File: config.mk
export PLATFORM = sky130hd
export DESIGN_NAME = alu8_unit
export DESIGN_NICKNAME = d
export VERILOG_FILES = /design/src/rtl/alu8_pkg.sv /design/src/rtl/alu8_core.sv /design/src/rtl/alu8_flaggen.sv /design/src/rtl/alu8_flagreg.sv /design/src/rtl/alu8_unit.sv
export SDC_FILE = /design/constraint.sdc
export NUM_CORES = 1
export LEC_CHECK = 0
export BUFFER_PORTS_ARGS = -buffer_cell sky130_fd_sc_hd__buf_4
export CORE_MARGIN = 4
export CORE_UTILIZATION = 39
export DETAILED_ROUTE_END_ITERATION = 10
export PLACE_DENSITY = 0.71
export SKIP_LAST_GASP = 1
export SLEW_MARGIN = 5
export SYNTH_ARGS = -nofsm -noshare
export SYNTH_HDL_FRONTEND = slang
export SYNTH_SLANG_ARGS = --single-unit
File: constraint.sdc
create_clock -name clk -period 4.25 [get_ports clk]
set_input_delay 0.6375 -clock clk [delete_from_list [all_inputs] [get_ports clk]]
set_output_delay 0.6375 -clock clk [all_outputs]
set_load 0.005 [all_outputs]
File: src/rtl/alu8_pkg.sv
package alu8_pkg;

  typedef enum logic [2:0] {
    OP_ADD  = 3'd0,
    OP_ADDC = 3'd1,
    OP_SUB  = 3'd2,
    OP_SUBB = 3'd3,
    OP_INC  = 3'd4,
    OP_DEC  = 3'd5,
    OP_RSV6 = 3'd6,
    OP_RSV7 = 3'd7
  } alu_op_e;

  // bit positions inside the flag byte
  localparam int unsigned FB_S  = 7;
  localparam int unsigned FB_Z  = 6;
  localparam int unsigned FB_AC = 4;
  localparam int unsigned FB_P  = 2;
  localparam int unsigned FB_CY = 0;

  // value of the flag byte with every flag clear
  localparam logic [7:0] FLAGS_IDLE = 8'h02;

endpackage

File: src/rtl/alu8_core.sv
module alu8_core
  import alu8_pkg::*;
#(
  parameter int unsigned DW = 8
) (
  input  alu_op_e          op,
  input  logic [DW-1:0]    a,
  input  logic [DW-1:0]    b,
  input  logic             cy_in,
  output logic [DW-1:0]    res,
  output logic             cy_out,
  output logic             ac_out,
  output logic             flag_wr
);

  localparam int unsigned HALF = DW / 2;
  localparam logic [DW:0]   ONE_W = {{DW{1'b0}}, 1'b1};
  localparam logic [HALF:0] ONE_H = {{HALF{1'b0}}, 1'b1};

  logic [DW:0]   wide;
  logic [HALF:0] low;
  logic [DW:0]   cin_w;
  logic [HALF:0] cin_h;
  logic          use_cy;

  always_comb begin
    use_cy = (op == OP_ADDC) || (op == OP_SUBB);
    cin_w  = {{DW{1'b0}}, use_cy & cy_in};
    cin_h  = {{HALF{1'b0}}, use_cy & cy_in};
    wide   = {1'b0, a};
    low    = {1'b0, a[HALF-1:0]};
    unique case (op)
      OP_ADD, OP_ADDC: begin
        wide = {1'b0, a} + {1'b0, b} + cin_w;
        low  = {1'b0, a[HALF-1:0]} + {1'b0, b[HALF-1:0]} + cin_h;
      end
      OP_SUB, OP_SUBB: begin
        wide = {1'b0, a} - {1'b0, b} - cin_w;
        low  = {1'b0, a[HALF-1:0]} - {1'b0, b[HALF-1:0]} - cin_h;
      end
      OP_INC: begin
        wide = {1'b0, b} + ONE_W;
        low  = {1'b0, b[HALF-1:0]} + ONE_H;
      end
      OP_DEC: begin
        wide = {1'b0, b} - ONE_W;
        low  = {1'b0, b[HALF-1:0]} - ONE_H;
      end
      default: begin
        wide = {1'b0, a};
        low  = {HALF+1{1'b0}};
      end
    endcase
    res     = wide[DW-1:0];
    ac_out  = low[HALF];
    flag_wr = (op != OP_RSV6) && (op != OP_RSV7);
    cy_out  = ((op == OP_INC) || (op == OP_DEC)) ? cy_in : wide[DW];
  end

endmodule

File: src/rtl/alu8_flaggen.sv
module alu8_flaggen
  import alu8_pkg::*;
#(
  parameter int unsigned DW = 8
) (
  input  logic [DW-1:0] res,
  input  logic          cy,
  input  logic          ac,
  output logic [7:0]    flags
);

  always_comb begin
    flags        = FLAGS_IDLE;
    flags[FB_S]  = res[DW-1];
    flags[FB_Z]  = (res == '0);
    flags[FB_AC] = ac;
    flags[FB_P]  = ~(^res);
    flags[FB_CY] = cy;
  end

endmodule

File: src/rtl/alu8_flagreg.sv
module alu8_flagreg
  import alu8_pkg::*;
(
  input  logic       clk,
  input  logic       rst_n,
  input  logic       wr_en,
  input  logic [7:0] d,
  output logic [7:0] q
);

  logic [7:0] q_nxt;

  always_comb begin
    q_nxt = q;
    if (wr_en) q_nxt = d;
  end

  always_ff @(posedge clk or negedge rst_n) begin
    if (!rst_n) q <= FLAGS_IDLE;
    else        q <= q_nxt;
  end

  // no write strobe, no change
  p_hold_idle_r9: assert property (@(posedge clk) disable iff (!rst_n)
    !wr_en |=> $stable(q));

  // filler bits never move
  p_fixed_bits_r8: assert property (@(posedge clk) disable iff (!rst_n)
    (q[5] == 1'b0) && (q[3] == 1'b0) && (q[1] == 1'b1));

endmodule

File: src/rtl/alu8_unit.sv
module alu8_unit
  import alu8_pkg::*;
#(
  parameter int unsigned DW = 8
) (
  input  logic          clk,
  input  logic          rst_n,
  input  logic          exec_en,
  input  logic [2:0]    op_code,
  input  logic [DW-1:0] acc_in,
  input  logic [DW-1:0] opnd_in,
  output logic [DW-1:0] res_out,
  output logic [7:0]    flags_out
);

  alu_op_e    op;
  logic       cy_next;
  logic       ac_next;
  logic       op_writes;
  logic [7:0] flags_next;
  logic       flag_we;

  assign op      = alu_op_e'(op_code);
  assign flag_we = exec_en & op_writes;

  alu8_core #(.DW(DW)) u_core (
    .op      (op),
    .a       (acc_in),
    .b       (opnd_in),
    .cy_in   (flags_out[FB_CY]),
    .res     (res_out),
    .cy_out  (cy_next),
    .ac_out  (ac_next),
    .flag_wr (op_writes)
  );

  alu8_flaggen #(.DW(DW)) u_gen (
    .res   (res_out),
    .cy    (cy_next),
    .ac    (ac_next),
    .flags (flags_next)
  );

  alu8_flagreg u_reg (
    .clk   (clk),
    .rst_n (rst_n),
    .wr_en (flag_we),
    .d     (flags_next),
    .q     (flags_out)
  );

  // increment/decrement keep carry
  p_cy_kept_r6: assert property (@(posedge clk) disable iff (!rst_n)
    (exec_en && (op_code == 3'd4 || op_code == 3'd5))
      |=> (flags_out[FB_CY] == $past(flags_out[FB_CY])));

  // zero flag tracks the written result
  p_zero_flag_r7: assert property (@(posedge clk) disable iff (!rst_n)
    (exec_en && op_code <= 3'd5) |=> (flags_out[FB_Z] == ($past(res_out) == '0)));

  // sign flag tracks the written result
  p_sign_flag_r7: assert property (@(posedge clk) disable iff (!rst_n)
    (exec_en && op_code <= 3'd5) |=> (flags_out[FB_S] == $past(res_out[DW-1])));

  // reserved codes pass the accumulator through
  p_rsv_pass_r9: assert property (@(posedge clk) disable iff (!rst_n)
    (op_code >= 3'd6) |-> (res_out == acc_in));

endmodule

==> run_results.csv, run 1 <==
group,metric,value,unit
place,dpl-instance-area,2024,um2
clock_tree,cts_hold_buf,0,
pwr,p_int,292.7,uW
pwr,seqPwrFrac,0.135,
sta,clock.fmax,255.1,MHz
pwr,swShare,0.4081,
sta,finalSetupTns,0,ns
floorplanning,core_area,4384,um2
sta,maxSlewViolCount,0,
clock_tree,htree_levels,1,
floorplanning,die_y,75.76,um
synth,ys_seq_elements,5,
pwr,p_leak,1.035,nW
routing,wire_per_inst,13.46,um
clock_tree,postCtsSetupRepairBufs,0,
synth,yosys_warnings,0,
routing,dr_wl_met2,2025,um
floorplanning,rows,24,
flow_run,maxCapViolCount,0,
synth,syn_avg_cell_area,7.718,um2
synth,ys_seq_area_frac,0.06988,
min_path,min_path_type,"in2async",
global_route,grt_pass1_vias,1619,
place,numPortBuffers,34,
sta,setup_viol,0,
pwr,p_per_area,239.0,nW/um2
clock_tree,cts_buffer_depth,2,
synth,netlist.area_leader.share,0.2236,
routing,drtIter0Drc,92,
clock_tree,insertion_delay,0.22,ns
routing,drtAntennaViolNets,0,
layout,final_cell_area,2069,um2
pwr,irDropWorstVdd,0.00009458,V
clock_tree,ctsResizeCount,0,
floorplanning,design.portCount,38,
floorplanning,fp.dieW,75.76,um
synth,synth_cell_types,51,
synth,synth_area,1790,um2
pwr,power_switching,201.8,uW
critical_path,critical_path_class,"in2out",
run_status,status,"finished, final reports clean",
layout,largest_register,"u_reg.q",
clock_tree,cts_tree,"done",
layout,drive_gt1_frac,0.1907,
synth,ys.flop_type,"dfrtp_1",
global_route,antenna_found_initial,0,
place,finalWeightedCongestion,0.8771,
routing,wirelength,4159,um
layout,largest_register_ffs,5,
sta,finalCritPeriodShare,0.9222,
routing,met3WireLength,212,um
synth,netlist_instances,232,
routing,top_layer,"met4",
pwr,clkPwrFrac,0.177,
synth,yosys-top-cells-area,"ha_1 22%, xnor2_1 7.8%, dfrtp_1 7.0%",
routing,via_per_inst,5.236,
place,hpwlAfterDp,3646,um
synth,synth_top_cell_by_area,"ha_1",
global_route,grt_max_degree,23,
global_route,grt_pass1_wl,6969,um
pwr,pwr-share-comb,0.688,
routing,vias,1618,
layout,reg.largest.list,"u_reg.q: 5 flops",
global_route,overflow,0,
sta,finalHoldViolCount,0,
floorplanning,initial_utilization,0.4084,
critical_path,worst_ep_arrival_time,3.28,ns
clock_tree,clk_pin_slew_worst_paths,0.04,ns
sta,rsz0062_at_grt,"no",
floorplanning,die-area,5739,um2
synth,async_flop_share,1.000,
clock_tree,clock-root-buffer,"clkbuf_8",
layout,nets,317,
clock_tree,cts_buffers,3,
critical_path,required,3.61,ns
layout,area_growth_syn_to_layout,15.58,%
routing,wl_met1,1906,um
routing,dr.pass1.iters,4,
critical_path,critPathMaxFanout,21,
critical_path,startpoint_type,"primary input",
sta,fin_crit,3.919,ns
critical_path,worstSetupEndpointType,"primary output",
routing,drc,0,
clock_tree,clock-sinks,5,
layout,num_antenna_cells,0,
global_route,grtUsageTotal,0.1538,
synth,synth_edf_count,0,
sta,clock_skew,0.001545,ns
## critical path, stage by stage
cell and delay, ns:
buf_4 0.22, clkinv_1 0.27, nand3_1 0.19, inv_1 0.07
fa_1 0.54, inv_1 0.06, ha_1 0.17, o21ai_0 0.16
nand2_1 0.08, a21o_1 0.18, a21oi_1 0.17, xnor2_1 0.10
o221a_2 0.30, buf_4 0.13
## logic make-up after synthesis
kind of cell    after synthesis  share of synthesized area
compound gates               62                     0.2523
other cells                   2                   0.004194
xor+xnor                     22                     0.1076
mux                           4                    0.03005
flops                         5                    0.06988
buf+inv                      48                     0.1258
simple gates                 52                     0.1307
fa+ha+maj                    37                     0.2795
## routing by layer
metal,up-vias,GRT usage
met3,2,0.01451
met1,733,0.2092
met2,41,0.2671
met5,-,0
li1,842,-
met4,0,0.02330
## power by group through the flow
stage | clock (mW) | sequential (mW) | combinational (mW)
2_1_floorplan | 0 | 0.0653 | 0.256
3_3_place_gp | 0 | 0.0674 | 0.337
3_5_place_dp | 0 | 0.0679 | 0.342
4_1_cts | 0.0888 | 0.0674 | 0.343
5_1_grt | 0.0939 | 0.0679 | 0.383
6_report | 0.0874 | 0.0668 | 0.340
## synth_stat cells, types with 2 or more instances
cell and count:
ha_1 32, inv_1 30, nand2_1 21, a21oi_1 16, xnor2_1 16, nor2_1 14, buf_4 12, o21ai_0 8
nand3_1 7, a21o_1 6, xor2_1 6, dfrtp_1 5, fa_1 5, o211ai_1 5, clkbuf_1 3, o21a_1 3
clkinv_1 2, conb_1 2, mux2i_1 2, o2111ai_1 2, o21bai_1 2, o221a_2 2, o221ai_1 2, or4_1 2
## path summary, 6_finish.rpt
| kind | startpoint | endpoint | slack (ns) | cells after the start |
|---|---|---|---|---|
| max | op_code[2] | res_out[5] | 0.33 | 14 |
| min | rst_n | u_reg.q[6]$_DFFE_PN0P_ | 0.21 | 1 |
| max reg2reg | u_reg.q[0]$_DFFE_PN0P_ | u_reg.q[2]$_DFFE_PN0P_ | 1.10 | 13 |
| min reg2reg | u_reg.q[6]$_DFFE_PN0P_ | u_reg.q[6]$_DFFE_PN0P_ | 0.49 | 2 |
| max in group asynchronous | rst_n | u_reg.q[7]$_DFFE_PN0P_ | 3.93 | 1 |
| min in group clk | u_reg.q[6]$_DFFE_PN0P_ | u_reg.q[6]$_DFFE_PN0P_ | 0.49 | 2 |
## cells in the final DEF, fill, tap and decap left out, drive strengths merged, types with 2 or more instances in the layout
cell,count
fa,5
o221a,2
a21o,6
nand3,7
nand2,21
buf,36
ha,32
o221ai,2
nor2,14
or4,2
o21a,3
a31oi,2
inv,30
a21oi,18
clkinv,2
o21bai,2
o211ai,5
xor2,6
mux2i,2
nand2b,2
xnor2,16
dfrtp,5
conb,3
clkbuf,4
o21ai,9
o2111ai,2
## cell type report
class | instances | area (um2)
clock buffers | 4 | 45.04
repair buffers | 36 | 270.3
fillers | 448 | 2315
inverters | 32 | 120.1
well taps | 52 | 65.06
flip-flops and latches | 5 | 125.1
multi-input cells | 180 | 1444
## stage by stage
step                      hold slack (ns)  power [mW]    util  std cells  setup slack (ns)
after floorplan                    0.3419      0.3213       -        233            0.6377
after global routing               0.2080      0.5446  0.4720        309           0.09547
after CTS                          0.2087      0.4994  0.4720        309            0.3680
final                              0.2109      0.4946  0.4720        309            0.3306
after detailed placement           0.4425      0.4099  0.4618        305            0.3812
after global placement             0.4396      0.4046  0.4618        305            0.4649
Power figures use the tool's default switching activity.
==> inputs of run 2 (changes only) <==
--- a/config.mk
+++ b/config.mk
@@ -10,6 +10,7 @@
 export CORE_UTILIZATION = 39
 export DETAILED_ROUTE_END_ITERATION = 10
 export PLACE_DENSITY = 0.71
+export RECOVER_POWER = 50
 export SKIP_LAST_GASP = 1
 export SLEW_MARGIN = 5
 export SYNTH_ARGS = -nofsm -noshare
==> run 2 against run 1 <==
Fmax up 0.12%; clock skew about the same; sequential share of layout area barely moved; total power down 0.42%; sequential power shrank 0.7%; largest cell class unchanged; die area unchanged; cell count stayed put; clock power about the same; flip-flop and latch count unchanged; critical endpoint unchanged; wire length barely moved; non-clock buffer count is the same; first-iteration DRC count increased by 1.1%.
==> run_results.csv, run 2 (same netlist as run 1, synthesis figures left out) <==
group,metric,value,unit
clock_tree,htree_levels,1,
sta,finalSetupTns,0,ns
place,dpl.cell_count,305,
critical_path,worst_ep_arrival_time,3.28,ns
sta,clock.fmax,255.4,MHz
place,hpwlAfterDp,3646,um
global_route,grt_max_degree,23,
layout,layout_common_cells,"32 x ha_1, 30 x inv_1, 30 x buf_4, 21 x nand2_1",
sta,timing.hold.ws,0.2631,ns
pwr,irDropWorstVdd,0.00009411,V
critical_path,r2r_start,"u_reg.q[0]$_DFFE_PN0P_",
clock_tree,clk_pin_slew_worst_paths,0.04,ns
critical_path,path_cells,"buf_4, clkinv_1, nand3_1, inv_1, fa_1, inv_1, ha_1, o21ai_0, nand2_1, a21o_1, a21oi_1, xnor2_1, o221a_2, buf_4",
pwr,p_per_area,238.4,nW/um2
routing,via_per_inst,5.233,
flow_run,maxCapViolCount,0,
routing,drc,0,
global_route,overflow,0,
critical_path,startpoint_type,"primary input",
clock_tree,cts_tree,"done",
routing,drtAntennaViolNets,0,
pwr,p_leak,1.030,nW
global_route,antenna_found_initial,0,
routing,wirelength,4157,um
floorplanning,fp.dieW,75.76,um
floorplanning,initial_utilization,0.4084,
global_route,grtUsageTotal,0.1538,
clock_tree,cts_buffers,3,
critical_path,slowest_delay,0.54,ns
layout,stdcell_count,309,
clock_tree,postCtsSetupRepairBufs,0,
clock_tree,clock-root-buffer,"clkbuf_8",
sta,fin_crit,3.915,ns
sta,maxSlewViolCount,0,
clock_tree,cts_hold_buf,0,
layout,area_growth_syn_to_layout,15.37,%
sta,finalHoldViolCount,0,
routing,vias,1617,
layout,num_antenna_cells,0,
critical_path,crit_slowest_cell,"fa_1",
global_route,grt_pass1_vias,1619,
routing,dr.pass1.iters,4,
floorplanning,die_y,75.76,um
floorplanning,core_area,4384,um2
critical_path,crit_family,"compound AO/OA/AOI/OAI gates",
sta,setup_viol,0,
layout,fin_util,0.4712,
critical_path,startpoint,"op_code[2]",
layout,nets,317,
layout,final_common_cell,"ha_1",
clock_tree,insertion_delay,0.22,ns
routing,drtIter0Drc,93,
floorplanning,die-area,5739,um2
critical_path,critical_path_class,"in2out",
critical_path,worstSetupEndpointType,"primary output",
critical_path,critPathMaxFanout,21,
sta,clock_skew,0.001558,ns
clock_tree,ctsResizeCount,0,
layout,drive_gt1_frac,0.1868,
sta,finalCritPeriodShare,0.9211,
layout,largest_register,"u_reg.q",
layout,largest_register_ffs,5,
critical_path,worst-path-buf-inv,5,
run_status,status,"finished, final reports clean",
floorplanning,rows,24,
critical_path,r2r_slack,1.10,ns
min_path,min_path_type,"in2async",
critical_path,required,3.61,ns
layout,reg.largest.list,"u_reg.q: 5 flops",
place,finalWeightedCongestion,0.8771,
clock_tree,clock-sinks,5,
clock_tree,cts_buffer_depth,2,
global_route,grt_pass1_wl,6969,um
sta,rsz0062_at_grt,"no",
place,numPortBuffers,34,
routing,wire_per_inst,13.45,um
floorplanning,design.portCount,38,
==> run 2: cell count changes in the layout (fill, tap and decap cells not counted), sizes merged <==
cell    before  now
buf         36   30
clkbuf       4   10
==> run 2: path summary, 6_finish.rpt <==
kind                                          end  depth (start not counted)
min                        u_reg.q[4]$_DFFE_PN0P_                          1
max in group asynchronous  u_reg.q[7]$_DFFE_PN0P_                          1
min reg2reg                u_reg.q[6]$_DFFE_PN0P_                          2
max reg2reg                u_reg.q[2]$_DFFE_PN0P_                         13
max                                    res_out[5]                         14
min in group clk           u_reg.q[6]$_DFFE_PN0P_                          2
==> run 2: metal layers <==
| layer | vias up | global-route usage | wire [um] |
|---|---|---|---|
| met5 | - | 0 | 0 |
| met4 | 0 | 0.02330 | 14 |
| met3 | 2 | 0.01451 | 203 |
| met2 | 36 | 0.2671 | 2034 |
| met1 | 736 | 0.2092 | 1905 |
| li1 | 843 | - | - |
==> run 2: stage by stage <==
stage	setup slack, ns	cell area (um2)	total power [mW]
floorplan	0.6377	1794	0.3213
global placement	0.4649	2024	0.4046
detailed placement	0.3812	2024	0.4099
CTS	0.3680	2069	0.4994
global route	0.09547	2066	0.5432
finish	0.3353	2066	0.4925
==> run 2: where the power goes <==
part / switching (mW) / internal [mW]
Clock: 0.0230 / 0.0644
Sequential: 0.00776 / 0.0586
Combinational: 0.170 / 0.168
==> run 2: layout make-up <==
cell class	count	area, um2
clock buffer	4	45.04
tap	52	65.06
timing repair buffer	36	266.5
fill	450	2318
inverter	32	120.1
sequential	5	125.1
multi-input combinational	180	1444
